`src/rtl/sec_trim_pkg.sv`:
```
package sec_trim_pkg;

    localparam int CFG_W      = 32;
    localparam int FLD_M_TOP  = 18;
    localparam int FLD_DIR_LO = 19;
    localparam int FLD_ON_BIT = 23;

    typedef enum logic [1:0] {
        TRIM_NONE0 = 2'd0,
        TRIM_NONE1 = 2'd1,
        TRIM_DROP  = 2'd2,
        TRIM_ADD   = 2'd3
    } trim_dir_e;

    function automatic logic dir_trims(input trim_dir_e d);
        return (d == TRIM_DROP) || (d == TRIM_ADD);
    endfunction

endpackage

```
`src/rtl/sec_trim_cfg.sv`:
```
module sec_trim_cfg
    import sec_trim_pkg::*;
#(
    parameter int MATCH_W = 19
) (
    input  logic               clk,
    input  logic               rst,
    input  logic               wr_en,
    input  logic [CFG_W-1:0]   wr_data,
    output logic               active,
    output trim_dir_e          dir,
    output logic [MATCH_W-1:0] match
);
    typedef struct packed {
        logic               on;
        trim_dir_e          dir;
        logic [MATCH_W-1:0] match;
    } cfg_t;

    cfg_t s_d, s_q;

    always_comb begin
        s_d = s_q;
        if (wr_en) begin
            s_d.on    = wr_data[FLD_ON_BIT];
            s_d.dir   = trim_dir_e'(wr_data[FLD_DIR_LO +: 2]);
            s_d.match = wr_data[MATCH_W-1:0];
        end
    end

    always_ff @(posedge clk) begin
        if (rst) begin
            s_q <= '{on: 1'b0, dir: TRIM_NONE0, match: '0};
        end else begin
            s_q <= s_d;
        end
    end

    assign active = s_q.on && dir_trims(s_q.dir);
    assign dir    = s_q.dir;
    assign match  = s_q.match;

endmodule

```
`src/rtl/sec_trim_interval.sv`:
```
module sec_trim_interval #(
    parameter int MATCH_W = 19
) (
    input  logic               clk,
    input  logic               rst,
    input  logic               tick,
    input  logic               active,
    input  logic               clear,
    input  logic [MATCH_W-1:0] match,
    output logic               hit,
    output logic [MATCH_W-1:0] cnt
);
    typedef struct packed {
        logic [MATCH_W-1:0] cnt;
    } ivl_t;

    ivl_t s_d, s_q;

    assign hit = active && (s_q.cnt == match);

    always_comb begin
        s_d = s_q;
        if (clear || !active) begin
            s_d.cnt = '0;
        end else if (tick) begin
            s_d.cnt = hit ? '0 : s_q.cnt + 1'b1;
        end
    end

    always_ff @(posedge clk) begin
        if (rst) begin
            s_q <= '0;
        end else begin
            s_q <= s_d;
        end
    end

    assign cnt = s_q.cnt;

endmodule

```
`src/rtl/sec_trim_apply.sv`:
```
module sec_trim_apply
    import sec_trim_pkg::*;
(
    input  logic      clk,
    input  logic      rst,
    input  logic      tick,
    input  logic      hit,
    input  trim_dir_e dir,
    output logic      tick_out,
    output logic      tick_dbl
);
    typedef struct packed {
        logic pulse;
        logic dbl;
    } out_t;

    out_t s_d, s_q;

    always_comb begin
        s_d.pulse = tick && !(hit && dir == TRIM_DROP);
        s_d.dbl   = tick && hit && (dir == TRIM_ADD);
    end

    always_ff @(posedge clk) begin
        if (rst) begin
            s_q <= '0;
        end else begin
            s_q <= s_d;
        end
    end

    assign tick_out = s_q.pulse;
    assign tick_dbl = s_q.dbl;

endmodule

```
`src/rtl/sec_trim.sv`:
```
module sec_trim
    import sec_trim_pkg::*;
#(
    parameter int MATCH_W = 19
) (
    input  logic        clk,
    input  logic        rst,
    input  logic        tick_in,
    input  logic        cfg_wr,
    input  logic [31:0] cfg_data,
    output logic        tick_out,
    output logic        tick_dbl
);
    localparam int M_W = (MATCH_W < 1) ? 1 : ((MATCH_W > FLD_M_TOP + 1) ? FLD_M_TOP + 1 : MATCH_W);

    logic           trim_on;
    trim_dir_e      trim_dir;
    logic [M_W-1:0] trim_match;
    logic           ivl_hit;
    logic [M_W-1:0] cnt_q;

    sec_trim_cfg #(.MATCH_W(M_W)) u_cfg (
        .clk     (clk),
        .rst     (rst),
        .wr_en   (cfg_wr),
        .wr_data (cfg_data),
        .active  (trim_on),
        .dir     (trim_dir),
        .match   (trim_match)
    );

    sec_trim_interval #(.MATCH_W(M_W)) u_ivl (
        .clk    (clk),
        .rst    (rst),
        .tick   (tick_in),
        .active (trim_on),
        .clear  (cfg_wr),
        .match  (trim_match),
        .hit    (ivl_hit),
        .cnt    (cnt_q)
    );

    sec_trim_apply u_app (
        .clk      (clk),
        .rst      (rst),
        .tick     (tick_in),
        .hit      (ivl_hit),
        .dir      (trim_dir),
        .tick_out (tick_out),
        .tick_dbl (tick_dbl)
    );

endmodule

```
`config.mk`:
```
export PLATFORM = sky130hd
export DESIGN_NAME = sec_trim
export DESIGN_NICKNAME = d
export VERILOG_FILES = /design/src/rtl/sec_trim_pkg.sv /design/src/rtl/sec_trim_cfg.sv /design/src/rtl/sec_trim_interval.sv /design/src/rtl/sec_trim_apply.sv /design/src/rtl/sec_trim.sv
export SDC_FILE = /design/constraint.sdc
export NUM_CORES = 1
export LEC_CHECK = 0
export CORE_ASPECT_RATIO = 0.9
export CORE_MARGIN = 2
export CORE_UTILIZATION = 46
export DETAILED_ROUTE_END_ITERATION = 7
export GPL_TIMING_DRIVEN = 1
export PLACE_DENSITY = 0.82
export SYNTH_ARGS = -nofsm -noshare
export SYNTH_HDL_FRONTEND = slang
export SYNTH_SLANG_ARGS = --single-unit
export TNS_END_PERCENT = 30
```
`constraint.sdc`:
```
create_clock -name clk -period 1.96 [get_ports clk]
set_input_delay 0.588 -clock clk [delete_from_list [all_inputs] [get_ports clk]]
set_output_delay 0.588 -clock clk [all_outputs]
set_load 0.1 [all_outputs]
```
# After elaboration in Yosys (flattened, before gate mapping)
# Cells that the tools add are included.
# classes
n_addsub,1
n_eq_ne,3
n_mux,1
reduce_logical,11
# ops
operator,count
"adder 19 x 1 -> 19 bit, second input constant",1
== test 19 bit,1
2-to-1 mux 19 bit,1
logical AND 1 bit,6
"== test 2 bit, second input constant",2
zero test 1 bit,2
logical OR 1 bit,2
OR reduction 2 bit,1
# totals
ff_bits,43
inputBits,36
out_inout_bits,2
wordCells,22

# Longest topological paths before layout
# Gate-level depths: netlist of the first run.
# depth
ltp_word,7
ltp_mapped,7
mapped_depth_nobuf,6

# Cells and area by module
# Synthesis of the first run repeated with hierarchy kept, for this count alone.
# unflattened
cells_unflattened,222
area_unflattened_um2,2198.4
# by_module_without_submodules
mod,instances,cells_each,area_per_inst_um2,seq_area_each_um2
sec_trim_interval,1,123,1158.6,380.4
sec_trim_cfg,1,93,965.9,440.4
sec_trim_apply,1,6,73.8,40.0

# Worst setup path after synthesis of the first run
# Ideal clock, no wire load.
# synth_timing
path_type,in2reg
startpoint,input port cfg_wr
endpoint,"register u_ivl.s_q, in the netlist u_ivl.cnt[10]"
setup_time_ps,64
t_arrival_ps,1494
required_ps,1896
slack_ps,402
cell_stages,5
path_buffers,2
path_cell_list,clkbuf_1 -> nand4bb_1 -> a31o_2 -> buf_6 -> nor2_1
# synth_between
elab_chain_len,2
# synth_rtl
element,line,source
start: declaration,sec_trim.sv:9,"input logic cfg_wr,"
logical OR 1 bit,sec_trim_interval.sv:23,if (clear || !active) begin
OR reduction 2 bit (no line),-,
end signal: assignment,sec_trim_interval.sv:32,s_q <= '0;
end signal: assignment,sec_trim_interval.sv:34,s_q <= s_d;
end: declaration,sec_trim_interval.sv:17,"ivl_t s_d, s_q;"
# Every way passes these cells.
# A chain may end at the register's enable or synchronous reset.

# Worst setup path after layout of the first run
# layout_timing
startpoint,"register u_ivl.s_q, in the netlist u_ivl.cnt[4]"
endpoint,"register u_ivl.s_q, in the netlist u_ivl.cnt[12]"
# layout_between
elab_chain_len,3
word_cells_on_any_way,4
cone_classes,add/sub: 1; eq/ne: 1; mux: 1; reduce/logical: 1
# layout_rtl
element,line,source
"parallel branches: the longest is 2 deep, another holds adder 19 x 1 -> 19 bit",-,
2-to-1 mux 19 bit (*),sec_trim_interval.sv:26,s_d.cnt = hit ? '0 : s_q.cnt + 1'b1;
# Mark *: on every way between the ends.

==> impl_summary.md, run 1 <==
Synth
The top flip-flop cell by instance count after synthesis is sky130_fd_sc_hd__dfxtp_1. The leading cell type by number of instances after synthesis is sky130_fd_sc_hd__dfxtp_1. Summed over all instances, the cell type with the most area after synthesis is sky130_fd_sc_hd__dfxtp_1.

Sequential cells were found to cover 44.6% of the synthesized design area. The commonest cells after synthesis are sky130_fd_sc_hd__dfxtp_1, sky130_fd_sc_hd__nor2_1, sky130_fd_sc_hd__mux2i_1. Yosys mapped the design onto 29 distinct sky130hd cell types.

The area share of the largest cell type after synthesis is 44.6%. The area of the mapped netlist is 0.00193 mm^2. The post-synthesis average cell area is 9.52 um^2. The synthesized flop and latch total is 43. The number of enable-type register cells in the synthesized netlist is 0. By area the synthesized netlist is led by sky130_fd_sc_hd__dfxtp_1, sky130_fd_sc_hd__mux2i_1, sky130_fd_sc_hd__xnor2_1, sky130_fd_sc_hd__nor2_1, sky130_fd_sc_hd__xor2_1.

The gate count of the mapped netlist is 203. The synthesized netlist net count is 240. The share of flip-flops with an asynchronous set or reset after synthesis is 0%. The number of warnings issued by yosys is 0.

Drt
The overall routed net length is 3700 um. The routed length per instance is 13.1 um. The count of vias placed by the detailed router is 1484. In the routed design, unresolved DRC markers number 0. The via count normalized by instance count is 5.26.

The remaining antenna violation count is 0. The total iterations of the first detailed-routing run is 4. The detailed router finished its first iteration with 73 violations.

Timing
Of the available clock period, the critical path in the final layout requires 87.0%. The largest clock skew in the final design is 2.48 ps. The final max-slew violation count was 0. Setup repair after global routing left no endpoint under its margin. Setup violations remaining at the end of the flow were counted as 0. The clock period could shrink to 1710 ps. The setup slack after layout is 255 ps. The maximum clock frequency is 586 MHz. The count of endpoints failing hold in the final timing report is 0. At the pin with the least slew margin, the transition time is 442 ps. The relative max-transition margin is 70.1%.

Worst setup path
Of all nets on the critical path, the largest fanout is 15. The kind of start point of the critical path is a flop. The critical path data required time is 2140 ps. The critical path in this run is classified as reg2reg. Data arrives at the worst endpoint at 1880 ps. The critical path endpoint category is a flop.

Pwr
The internal power summed over all cells is 1280 uW. The maximum vdd drop is 0.545 mV. The net switching power is 377 uW.

The total power divided by cell area is 701 mW/mm^2. The cell leakage power is 0.000894 uW. Of the total power, the clock network draws 34.0%.

The switching share of power is 22.8%. Registers are responsible for 55.8% of the overall power. The share of total power dissipated in combinational logic is 10.2%.

Worst hold path
The path type of the worst min-delay path is reg2reg.

Global routing
For met2 alone, demand over resource in global routing was 28.6%. The global routing stage identified its most utilized layer as met2. The first global-routing pass estimated 6580 um of wire. The met1 usage in global routing is 23.6%. The overall global routing resource usage is 18.1%. The total overflow left after global routing is 0. The met3 demand-to-capacity share in global routing is 4.14%.

Entering global routing, the biggest net connects 24 pins. The number of global-route vias before repair was 1446. The initial antenna violation count is 0.

Final layout
The number of antenna diodes in the final layout is 0. Cells with a size suffix above 1 make up 7.26% of the layout. The filler cells instantiated in the layout total 352. The post-layout utilization of the core is 58.3%.

The final standard cell area without fillers is 0.00236 mm^2. The post-synthesis to final-layout area growth is 22.1%. In the final design database the tool counted 271 nets.

Excluding fillers, the count of instances in the completed layout stands at 282.

CTS
Gates resized during post-CTS repair numbered 0. The clock passes through at most 2 buffers. The clock insertion delay at the later pin of the skew report is 300 ps. The number of buffers inserted by hold repair at cts is 0. The number of buffers added for setup after CTS is 0. The number of clock sinks seen by CTS is 43.

The H-tree generated during clock tree synthesis spans 2 levels. After clock tree synthesis, the clock-pin slew on the worst setup and hold paths is 70 ps. The CTS tree is done. The buffer cell driving the clock tree root is sky130_fd_sc_hd__clkbuf_8. The number of buffers created by CTS is 5.

Die
For this configuration, the core starts out at a cell density of 47.7%. The floorplan step defined a die boundary enclosing 0.00473 mm^2. 38 I/O pins were placed. The die width is 72.3 um.

The die boundary height is 65.5 um. Row generation in the floorplan step produced 22 rows. The core footprint is 0.00405 mm^2.

Flow run
Across the run, the number of max-cap violations was 0.

Run status
The flow ran to the end, and the final reports show no timing, DRC or antenna violations.

Placed design
Input and output buffers added on the ports amount to 27. The total placed instance area is 0.00227 mm^2. The setup slack after placement is -32.9 ps.

The wire-length estimate of the detail-placed layout is 2690 um. The number of instances in the placed design is 275. The final weighted congestion of routability-driven global placement is 0.844.
-- metal layers --
metal	up-vias	routed length, um
li1	755	-
met4	0	64
met5	-	0
met2	26	1690
met1	696	1800
met3	7	144
-- layout make-up --
cell class / instances / area, um^2 / area share, %
clock buffers: 6 / 82.6 / 3.50
inverters: 1 / 3.75 / 0.159
well taps: 48 / 60.1 / 2.55
repair buffers: 32 / 328 / 13.9
clock inverters: 1 / 5.00 / 0.212
flip-flops and latches: 43 / 861 / 36.5
multi-input cells: 151 / 1020 / 43.2
-- kinds of logic after synthesis --
| kind of cell | share of synthesized area [%] |
|---|---|
| AO/OA/AOI/OAI | 2.27 |
| buffers and inverters | 2.72 |
| adder cells (fa/ha/maj) | 0.648 |
| XOR/XNOR | 15.4 |
| multiplexers | 11.9 |
| flip-flops | 44.6 |
| AND/OR/NAND/NOR | 22.5 |
-- power groups by stage --
| stage | clock, uW | sequential, uW | combinational (uW) |
|---|---|---|---|
| after global placement | 0 | 943 | 167 |
| after CTS | 570 | 924 | 171 |
| after global routing | 610 | 927 | 185 |
| after detailed placement | 0 | 944 | 170 |
| after floorplan | 0 | 945 | 86.7 |
| final | 562 | 924 | 169 |
-- flip-flops by register name (all words and copies together) (netlist names) --
signal,count
u_cfg.match,19
u_app.tick_dbl,1
u_cfg.s_q,1
u_ivl.cnt,19
u_app.tick_out,1
u_cfg.dir,2
-- layout by cell type, fill, tap and decap left out, types with 2 or more instances in the layout --
cell / netlist / final
sky130_fd_sc_hd__dfxtp_1: 43 / 43
sky130_fd_sc_hd__nor2_1: 42 / 42
sky130_fd_sc_hd__clkdlybuf4s50_1: 0 / 25
sky130_fd_sc_hd__mux2i_1: 23 / 23
sky130_fd_sc_hd__xnor2_1: 21 / 21
sky130_fd_sc_hd__xor2_1: 13 / 13
sky130_fd_sc_hd__nand4_1: 10 / 10
sky130_fd_sc_hd__nand3_1: 8 / 8
sky130_fd_sc_hd__nand2_1: 7 / 7
sky130_fd_sc_hd__clkbuf_8: 0 / 6
sky130_fd_sc_hd__buf_4: 0 / 5
sky130_fd_sc_hd__nor3_1: 4 / 4
sky130_fd_sc_hd__and3_1: 4 / 4
sky130_fd_sc_hd__and4_1: 3 / 3
sky130_fd_sc_hd__nor3b_1: 3 / 3
sky130_fd_sc_hd__buf_12: 0 / 2
-- through the flow --
step           hold WS (ps)  setup TNS [ps]  total power [uW]
6_report                467               0              1650
5_1_grt                 528               0              1720
4_1_cts                 470               0              1660
3_5_place_dp            459           -57.5              1110
3_3_place_gp            450           -25.6              1110
2_1_floorplan           434               0              1030
-- worst max-delay path, cell delays in order (launching register included) --
cell                      delay, ps
sky130_fd_sc_hd__dfxtp_1        450
sky130_fd_sc_hd__xnor2_1        160
sky130_fd_sc_hd__nand4_1        130
sky130_fd_sc_hd__nor3_1         320
sky130_fd_sc_hd__a31o_2         430
sky130_fd_sc_hd__nor2_1         100
-- path summary, 6_finish.rpt --
check / slack, ps / cells after the start / from / endpoint
setup reg to reg: 250 / 5 / u_ivl.cnt[4] / u_ivl.cnt[12]
hold / removal: 470 / 2 / u_cfg.dir[0] / u_app.tick_dbl
hold reg to reg: 470 / 2 / u_cfg.dir[0] / u_app.tick_dbl
setup / recovery: 250 / 5 / u_ivl.cnt[4] / u_ivl.cnt[12]
No activity file was read; power rests on OpenSTA's default activity.
==> run 2, diff against run 1 <==
--- a/config.mk
+++ b/config.mk
@@ -5,12 +5,13 @@
 export SDC_FILE = /design/constraint.sdc
 export NUM_CORES = 1
 export LEC_CHECK = 0
+export CAP_MARGIN = 20
 export CORE_ASPECT_RATIO = 0.9
 export CORE_MARGIN = 2
-export CORE_UTILIZATION = 46
+export CORE_UTILIZATION = 55
 export DETAILED_ROUTE_END_ITERATION = 7
 export GPL_TIMING_DRIVEN = 1
-export PLACE_DENSITY = 0.82
+export PLACE_DENSITY = 0.94
 export SYNTH_ARGS = -nofsm -noshare
 export SYNTH_HDL_FRONTEND = slang
 export SYNTH_SLANG_ARGS = --single-unit
==> constraint.sdc (replaced) <==
create_clock -name clk -period 2.2 [get_ports clk]
set_input_delay 0.66 -clock clk [delete_from_list [all_inputs] [get_ports clk]]
set_output_delay 0.66 -clock clk [all_outputs]
set_load 0.1 [all_outputs]
==> impl_summary.md, run 2 (synthesis results as in run 1) <==
Run status
The flow ran to the end, and the final reports show no timing, DRC or antenna violations.

CTS
The level count of the clock H-tree came to 2 (unchanged). The clock insertion delay at the later pin of the skew report is 300 ps (about the same). The number of clock sinks seen by CTS is 43 (unchanged). The number of buffers created by CTS is 5 (unchanged).

The number of cells upsized or downsized after cts is 0 (unchanged). The root buffer cell chosen for the clock tree is sky130_fd_sc_hd__clkbuf_8. The number of buffers on the longest clock path was 2 (unchanged). The CTS clock-pin slew for the worst setup and hold paths was 80 ps (about the same). The number of buffers inserted by hold repair at cts was 0 (unchanged). The number of buffers added for setup after CTS was 0 (unchanged). The CTS tree is done.

Worst setup path
STA classifies the critical path endpoint as a flop. The critical path data required time is 2390 ps (+250 ps). The arrival time reported for the critical path endpoint is 1930 ps (+50 ps).

The critical-path maximum fanout is 4 (-11). The critical path starts at tick_in. The endpoint of the worst setup timing path is u_ivl.cnt[18]. The length in cells of the worst reg-to-reg path is 5 (unchanged). The slack of the worst reg-to-reg path is 470 ps (+220 ps). The endpoint identified for the worst register-to-register timing path is u_ivl.cnt[12].

By startpoint and endpoint, the worst setup path is classified as in2reg. The worst setup path is launched from an input pin. The worst register-to-register path begins at u_ivl.cnt[3].

Final layout
The total of fill cells in the finished design came to 297 (-16%). Compared with the post-synthesis result, the final layout area differs by 20.0%. The layout cell share with drive strength beyond 1 is 6.84% (-0.43 points).

The antenna diode count is 0 (unchanged). In the layout the commonest cells are sky130_fd_sc_hd__dfxtp_1, sky130_fd_sc_hd__nor2_1, sky130_fd_sc_hd__clkdlybuf4s50_1. The final layout net count is 270 (-0.37%).

The post-layout instance count excluding filler cells was 278 (-1.4%). The commonest non-fill, non-tap cell in the layout is sky130_fd_sc_hd__dfxtp_1.

Timing
The minimum clock period is 1740 ps. The share of the cycle needed by the critical path after routing is 79.2%. The count of endpoints failing hold in the final timing report is 0 (unchanged).

Setup repair after global routing left no endpoint under its margin. The count of final setup violators was 0 (unchanged). The largest clock skew in the final design was 5.99 ps (+3.51 ps).

The final max-slew violation count is 0 (unchanged). The pin slew with the least headroom to its limit was 369 ps (-73.3 ps). The maximum clock frequency is 574 MHz. The final total negative setup slack came to 0 ps (unchanged). The relative max-transition margin is 75.1% (+5.0 points).

Pwr
The internal power summed over all cells is 1110 uW (-13%). The total power of the final layout is 1460 uW (-12%). The net switching power was 348 uW (-7.6%). The clock network fraction of design power came to 33.6% (-0.4 points). The sequential group share of total power came to 56.4% (+0.6 points). The cell leakage power is 0.000877 uW (-1.9%). The total power divided by cell area was 629 mW/mm^2 (-10%). The combinational share of power is 10.0% (-0.2 points). The switching share of power is 23.9% (+1.1 points). The maximum vdd drop is 0.606 mV (+11%).

Drt
The count of vias placed by the detailed router is 1462 (-1.5%). The overall routed net length was 3650 um (-1.5%). The routed length per instance is 13.1 um (-0.12%).

The remaining antenna violation count was 0 (unchanged). The number of remaining DRC errors is 0 (unchanged). The DRC marker count from the first detailed-route iteration is 48 (-34%). The via count normalized by instance count came to 5.26 (about the same). The total iterations of the first detailed-routing run is 4 (unchanged).

Die
The number of I/O pins is 38 (unchanged). The die boundary height is 60.2 um (-8.0%). The core footprint came to 0.00338 mm^2 (-17%).

The total die area came to 0.00400 mm^2 (-15%). The row count is 20 (-9.1%). The die width came to 66.5 um (-8.1%). The starting utilization of the core area is 57.2% (+9.4 points).

Global routing
The leftover overflow at the end of global routing came to 0 (unchanged). The initial antenna violation count is 0 (unchanged). The number of global-route vias before repair is 1393 (-3.7%).

The first-pass GRT wire length was 6110 um (-7.2%). The overall global routing resource usage is 20.8% (+2.7 points). The maximum number of pins on one net before global-route repair was 23 (-4.2%).

Placed design
The number of port buffers came to 27 (unchanged). The post-DP HPWL is 2690 um (about the same). The number of instances in the placed design was 270 (-1.8%). The final weighted congestion of routability-driven global placement is 0.850 (+0.70%).

Worst hold path
The number of instances on the worst hold path is 2 (unchanged). The path type of the worst min-delay path is reg2reg.

Flow run
The number of max-cap violations is 0 (unchanged).
-- run 2: through the flow --
step / hold WS (ps) / cell area, um^2 / util [%] / setup WS, ps
final: 474 / 2320 / 68.6 / 457
after global routing: 508 / 2320 / 68.6 / 373
after CTS: 478 / 2320 / 68.6 / 463
after detailed placement: 467 / 2230 / 66.1 / 137
after global placement: 451 / 2230 / 66.1 / 145
after floorplan: 434 / 1930 / - / 570
-- run 2: cell type report --
| type | count | area [um^2] | share of cell area (%) |
|---|---|---|---|
| Tap cell | 44 | 55.1 | 2.37 |
| Clock inverter | 2 | 12.5 | 0.540 |
| Sequential cell | 43 | 861 | 37.1 |
| Timing Repair Buffer | 31 | 295 | 12.7 |
| Multi-Input combinational cell | 151 | 1020 | 43.9 |
| Inverter | 1 | 3.75 | 0.162 |
| Clock buffer | 6 | 72.6 | 3.13 |
-- run 2: power by group through the flow --
stage / combinational, uW / clock (uW) / sequential [uW]
2_1_floorplan: 77.2 / 0 / 842
3_3_place_gp: 143 / 0 / 839
3_5_place_dp: 147 / 0 / 840
4_1_cts: 148 / 508 / 822
5_1_grt: 160 / 531 / 825
6_report: 146 / 490 / 822
-- run 2: worst max-delay path, cell delays in order --
cell                              delay (ps)
sky130_fd_sc_hd__clkdlybuf4s50_1         470
sky130_fd_sc_hd__and4_1                  240
sky130_fd_sc_hd__and3_1                  210
sky130_fd_sc_hd__nand4_1                 130
sky130_fd_sc_hd__xor2_1                  160
sky130_fd_sc_hd__nor2_1                   50
-- run 2: worst min path at each step --
stage | start | endpoint
finish | u_cfg.dir[0] | u_app.tick_dbl
global route | u_cfg.dir[0] | u_app.tick_dbl
global placement | u_cfg.dir[0] | u_app.tick_dbl
CTS | u_cfg.dir[0] | u_app.tick_dbl
detailed placement | u_cfg.dir[0] | u_app.tick_dbl
floorplan | u_cfg.dir[0] | u_app.tick_dbl
-- run 2: routing by layer --
layer / up-vias / GRT usage [%] / share of wire, % / routed length, um
li1: 750 / - / - / -
met1: 672 / 24.7 / 48 / 1760
met2: 31 / 34.9 / 45 / 1630
met3: 9 / 5.65 / 4.2 / 154
met4: 0 / 10.5 / 2.6 / 96
met5: - / 0 / 0 / 0
==> run 3, diff against run 2 <==
--- a/config.mk
+++ b/config.mk
@@ -8,10 +8,10 @@
 export CAP_MARGIN = 20
 export CORE_ASPECT_RATIO = 0.9
 export CORE_MARGIN = 2
-export CORE_UTILIZATION = 55
+export CORE_UTILIZATION = 46
 export DETAILED_ROUTE_END_ITERATION = 7
 export GPL_TIMING_DRIVEN = 1
-export PLACE_DENSITY = 0.94
+export PLACE_DENSITY = 0.85
 export SYNTH_ARGS = -nofsm -noshare
 export SYNTH_HDL_FRONTEND = slang
 export SYNTH_SLANG_ARGS = --single-unit
==> constraint.sdc (replaced) <==
create_clock -name clk -period 1.6 [get_ports clk]
set_input_delay 0.48 -clock clk [delete_from_list [all_inputs] [get_ports clk]]
set_output_delay 0.48 -clock clk [all_outputs]
set_load 0.1 [all_outputs]
==> impl_summary.md, run 3 (synthesis results as in run 1) <==
Run status
The run finished, with violations left. The checks that failed: setup timing.

Global routing
The first-pass GRT wire length came to 6930 um (+13%). The initial antenna violation count came to 0 (unchanged). The maximum number of pins on one net before global-route repair is 24 (+4.3%). The overall global routing resource usage is 19.3% (-1.6 points).

The leftover overflow at the end of global routing came to 0 (unchanged). The number of global-route vias before repair is 1551 (+11%).

Timing
Counting I/O delays and the setup requirement, the final critical path takes 1610 ps. The share of the cycle needed by the critical path after routing is 101%. The count of endpoints failing hold in the final timing report is 0 (unchanged). Setup repair after global routing could not meet its margin everywhere.

The count of final setup violators is 1 (+1). The relative max-transition margin is 66.8% (-8.3 points). The largest clock skew in the final design is 4.82 ps (-1.16 ps). The setup slack after layout is -10.1 ps (-467 ps). The worst hold margin is 472 ps (-1.44 ps). The final max-slew violation count came to 0 (unchanged). The pin slew with the least headroom to its limit was 492 ps (+123 ps). For this run, the top clock speed supported by timing is 621 MHz. The final total negative setup slack was -10.1 ps (-10.1 ps).

Drt
The overall routed net length came to 4490 um (+23%). The total iterations of the first detailed-routing run is 4 (unchanged). The count of vias placed by the detailed router is 1624 (+11%).

The routed length per instance was 14.7 um (+12%). The DRC marker count from the first detailed-route iteration came to 96 (+100%). The via count normalized by instance count was 5.31 (+0.92%). The remaining antenna violation count is 0 (unchanged). The number of remaining DRC errors is 0 (unchanged).

Pwr
The total power of the final layout is 2180 uW (+49%). The clock network fraction of design power was 37.2% (+3.6 points). The net switching power is 481 uW (+38%). The internal power summed over all cells came to 1700 uW (+53%). The maximum vdd drop is 0.575 mV (-5.1%).

The combinational share of power is 10.6% (+0.6 points). The sequential group share of total power is 52.2% (-4.2 points). The total power divided by cell area is 807 mW/mm^2 (+28%). The switching share of power is 22.1% (-1.8 points).

The cell leakage power is 0.00108 uW (+23%).

CTS
The number of clock sinks seen by CTS came to 43 (unchanged). The number of buffers created by CTS is 5 (unchanged). The clock insertion delay at the later pin of the skew report is 290 ps (about the same). The level count of the clock H-tree is 2 (unchanged). The CTS clock-pin slew for the worst setup and hold paths came to 80 ps (about the same). The number of buffers on the longest clock path is 2 (unchanged). The buffer cell driving the clock tree root is sky130_fd_sc_hd__clkbuf_8. The CTS tree is done.

Worst setup path
The stage delay of the slowest cell on the critical path is 340 ps (-130 ps). The arrival time reported for the critical path endpoint came to 1800 ps (-130 ps). The critical path endpoint category is a flop. The critical-path maximum fanout came to 4 (unchanged).

The worst setup path is launched from a flop. The slowest stage of the critical path is the sky130_fd_sc_hd__dfxtp_2 cell. The classification of the worst setup path is reg2reg. The critical path data required time was 1790 ps (-600 ps).

Traced cell by cell, the critical path runs through xnor2_2, nand4_1, nor4_4, buf_4, nand2_4, a41o_1.

Final layout
The final standard cell area without fillers was 0.00270 mm^2 (+16%). The commonest non-fill, non-tap cell in the layout is sky130_fd_sc_hd__nor2_1. From synthesis to final layout, the design area changed by 39.6%. The antenna diode count was 0 (unchanged). The layout cell share with drive strength beyond 1 came to 24.8% (+18 points). The final layout net count came to 295 (+9.3%). In the layout the commonest cells are sky130_fd_sc_hd__nor2_1, sky130_fd_sc_hd__dfxtp_1, sky130_fd_sc_hd__buf_4.

Die
The row count is 22 (+10%). The number of I/O pins was 38 (unchanged). The core footprint is 0.00405 mm^2 (+20%). The die boundary height is 65.5 um (+8.7%). The starting utilization of the core area is 47.7% (-9.4 points). The die width is 72.3 um (+8.8%). The total die area is 0.00473 mm^2 (+18%).

Placed design
The total placed instance area is 0.00241 mm^2 (+8.1%). The final weighted congestion of routability-driven global placement is 0.829 (-2.5%). The number of port buffers came to 27 (unchanged). The post-DP HPWL is 3040 um (+13%). The setup slack after placement is -301 ps (-438 ps).

Flow run
The number of max-cap violations was 0 (unchanged).

Worst hold path
In this run the worst hold path is classified as reg2reg.
[run 3: cell count changes in the layout (fill, tap and decap cells not counted), moves of 3 or more]
cell / delta
sky130_fd_sc_hd__xnor2_1: -6
sky130_fd_sc_hd__buf_4: +21
sky130_fd_sc_hd__xnor2_2: +6
sky130_fd_sc_hd__dfxtp_2: +9
sky130_fd_sc_hd__dfxtp_1: -10
sky130_fd_sc_hd__buf_12: +3
[run 3: area by class of cell]
cell class / count / area, um^2
fill: 315 / 1350
multi-input combinational: 151 / 1120
sequential: 43 / 876
timing repair buffer: 56 / 538
clock buffer: 6 / 72.6
tap: 48 / 60.1
clock inverter: 1 / 30.0
inverter: 1 / 3.75
[run 3: worst max-delay path: cells and delay by family, from the launching register on]
| family | cells | cell delay [ps] |
|---|---|---|
| compound gates | 1 | 200 |
| xor+xnor | 1 | 160 |
| buf+inv | 1 | 190 |
| flops | 1 | 340 |
| simple gates | 3 | 610 |
[run 3: worst paths after layout]
check                     from              to  slack [ps]  cells past startpoint
setup reg to reg  u_ivl.cnt[7]    u_ivl.cnt[1]         -10                      6
setup / recovery  u_ivl.cnt[7]    u_ivl.cnt[1]         -10                      6
hold reg to reg   u_cfg.dir[0]  u_app.tick_dbl         470                      2
hold / removal    u_cfg.dir[0]  u_app.tick_dbl         470                      2
[run 3: repair_timing]
action | 4_1_cts | 5_1_grt
hold buffers | 0 | 0
gates resized for setup | 0 | 28
setup endpoints to repair | 15 | 18
pin swaps | 1 | 14
setup buffers | 1 | 3
gates cloned | 0 | 1
[run 3: power by group through the flow]
stage	Clock (uW)	Sequential [uW]	Combinational [uW]
finish	809	1140	231
global route	865	1140	252
CTS	821	1130	215
detailed placement	0	1160	213
global placement	0	1160	207
floorplan	0	1160	106
[run 3: metrics by stage]
step | std cells | util (%)
final | 306 | 66.6
after global routing | 306 | 66.6
after CTS | 302 | 62.7
after detailed placement | 294 | 59.6
after global placement | 294 | 59.6
after floorplan | 203 | -
[run 3: metal layers]
layer	share of wire [%]	GRT usage, %
met5	0	0
met4	1.6	5.66
met3	3.0	5.98
met2	51	33.1
met1	44	23.0
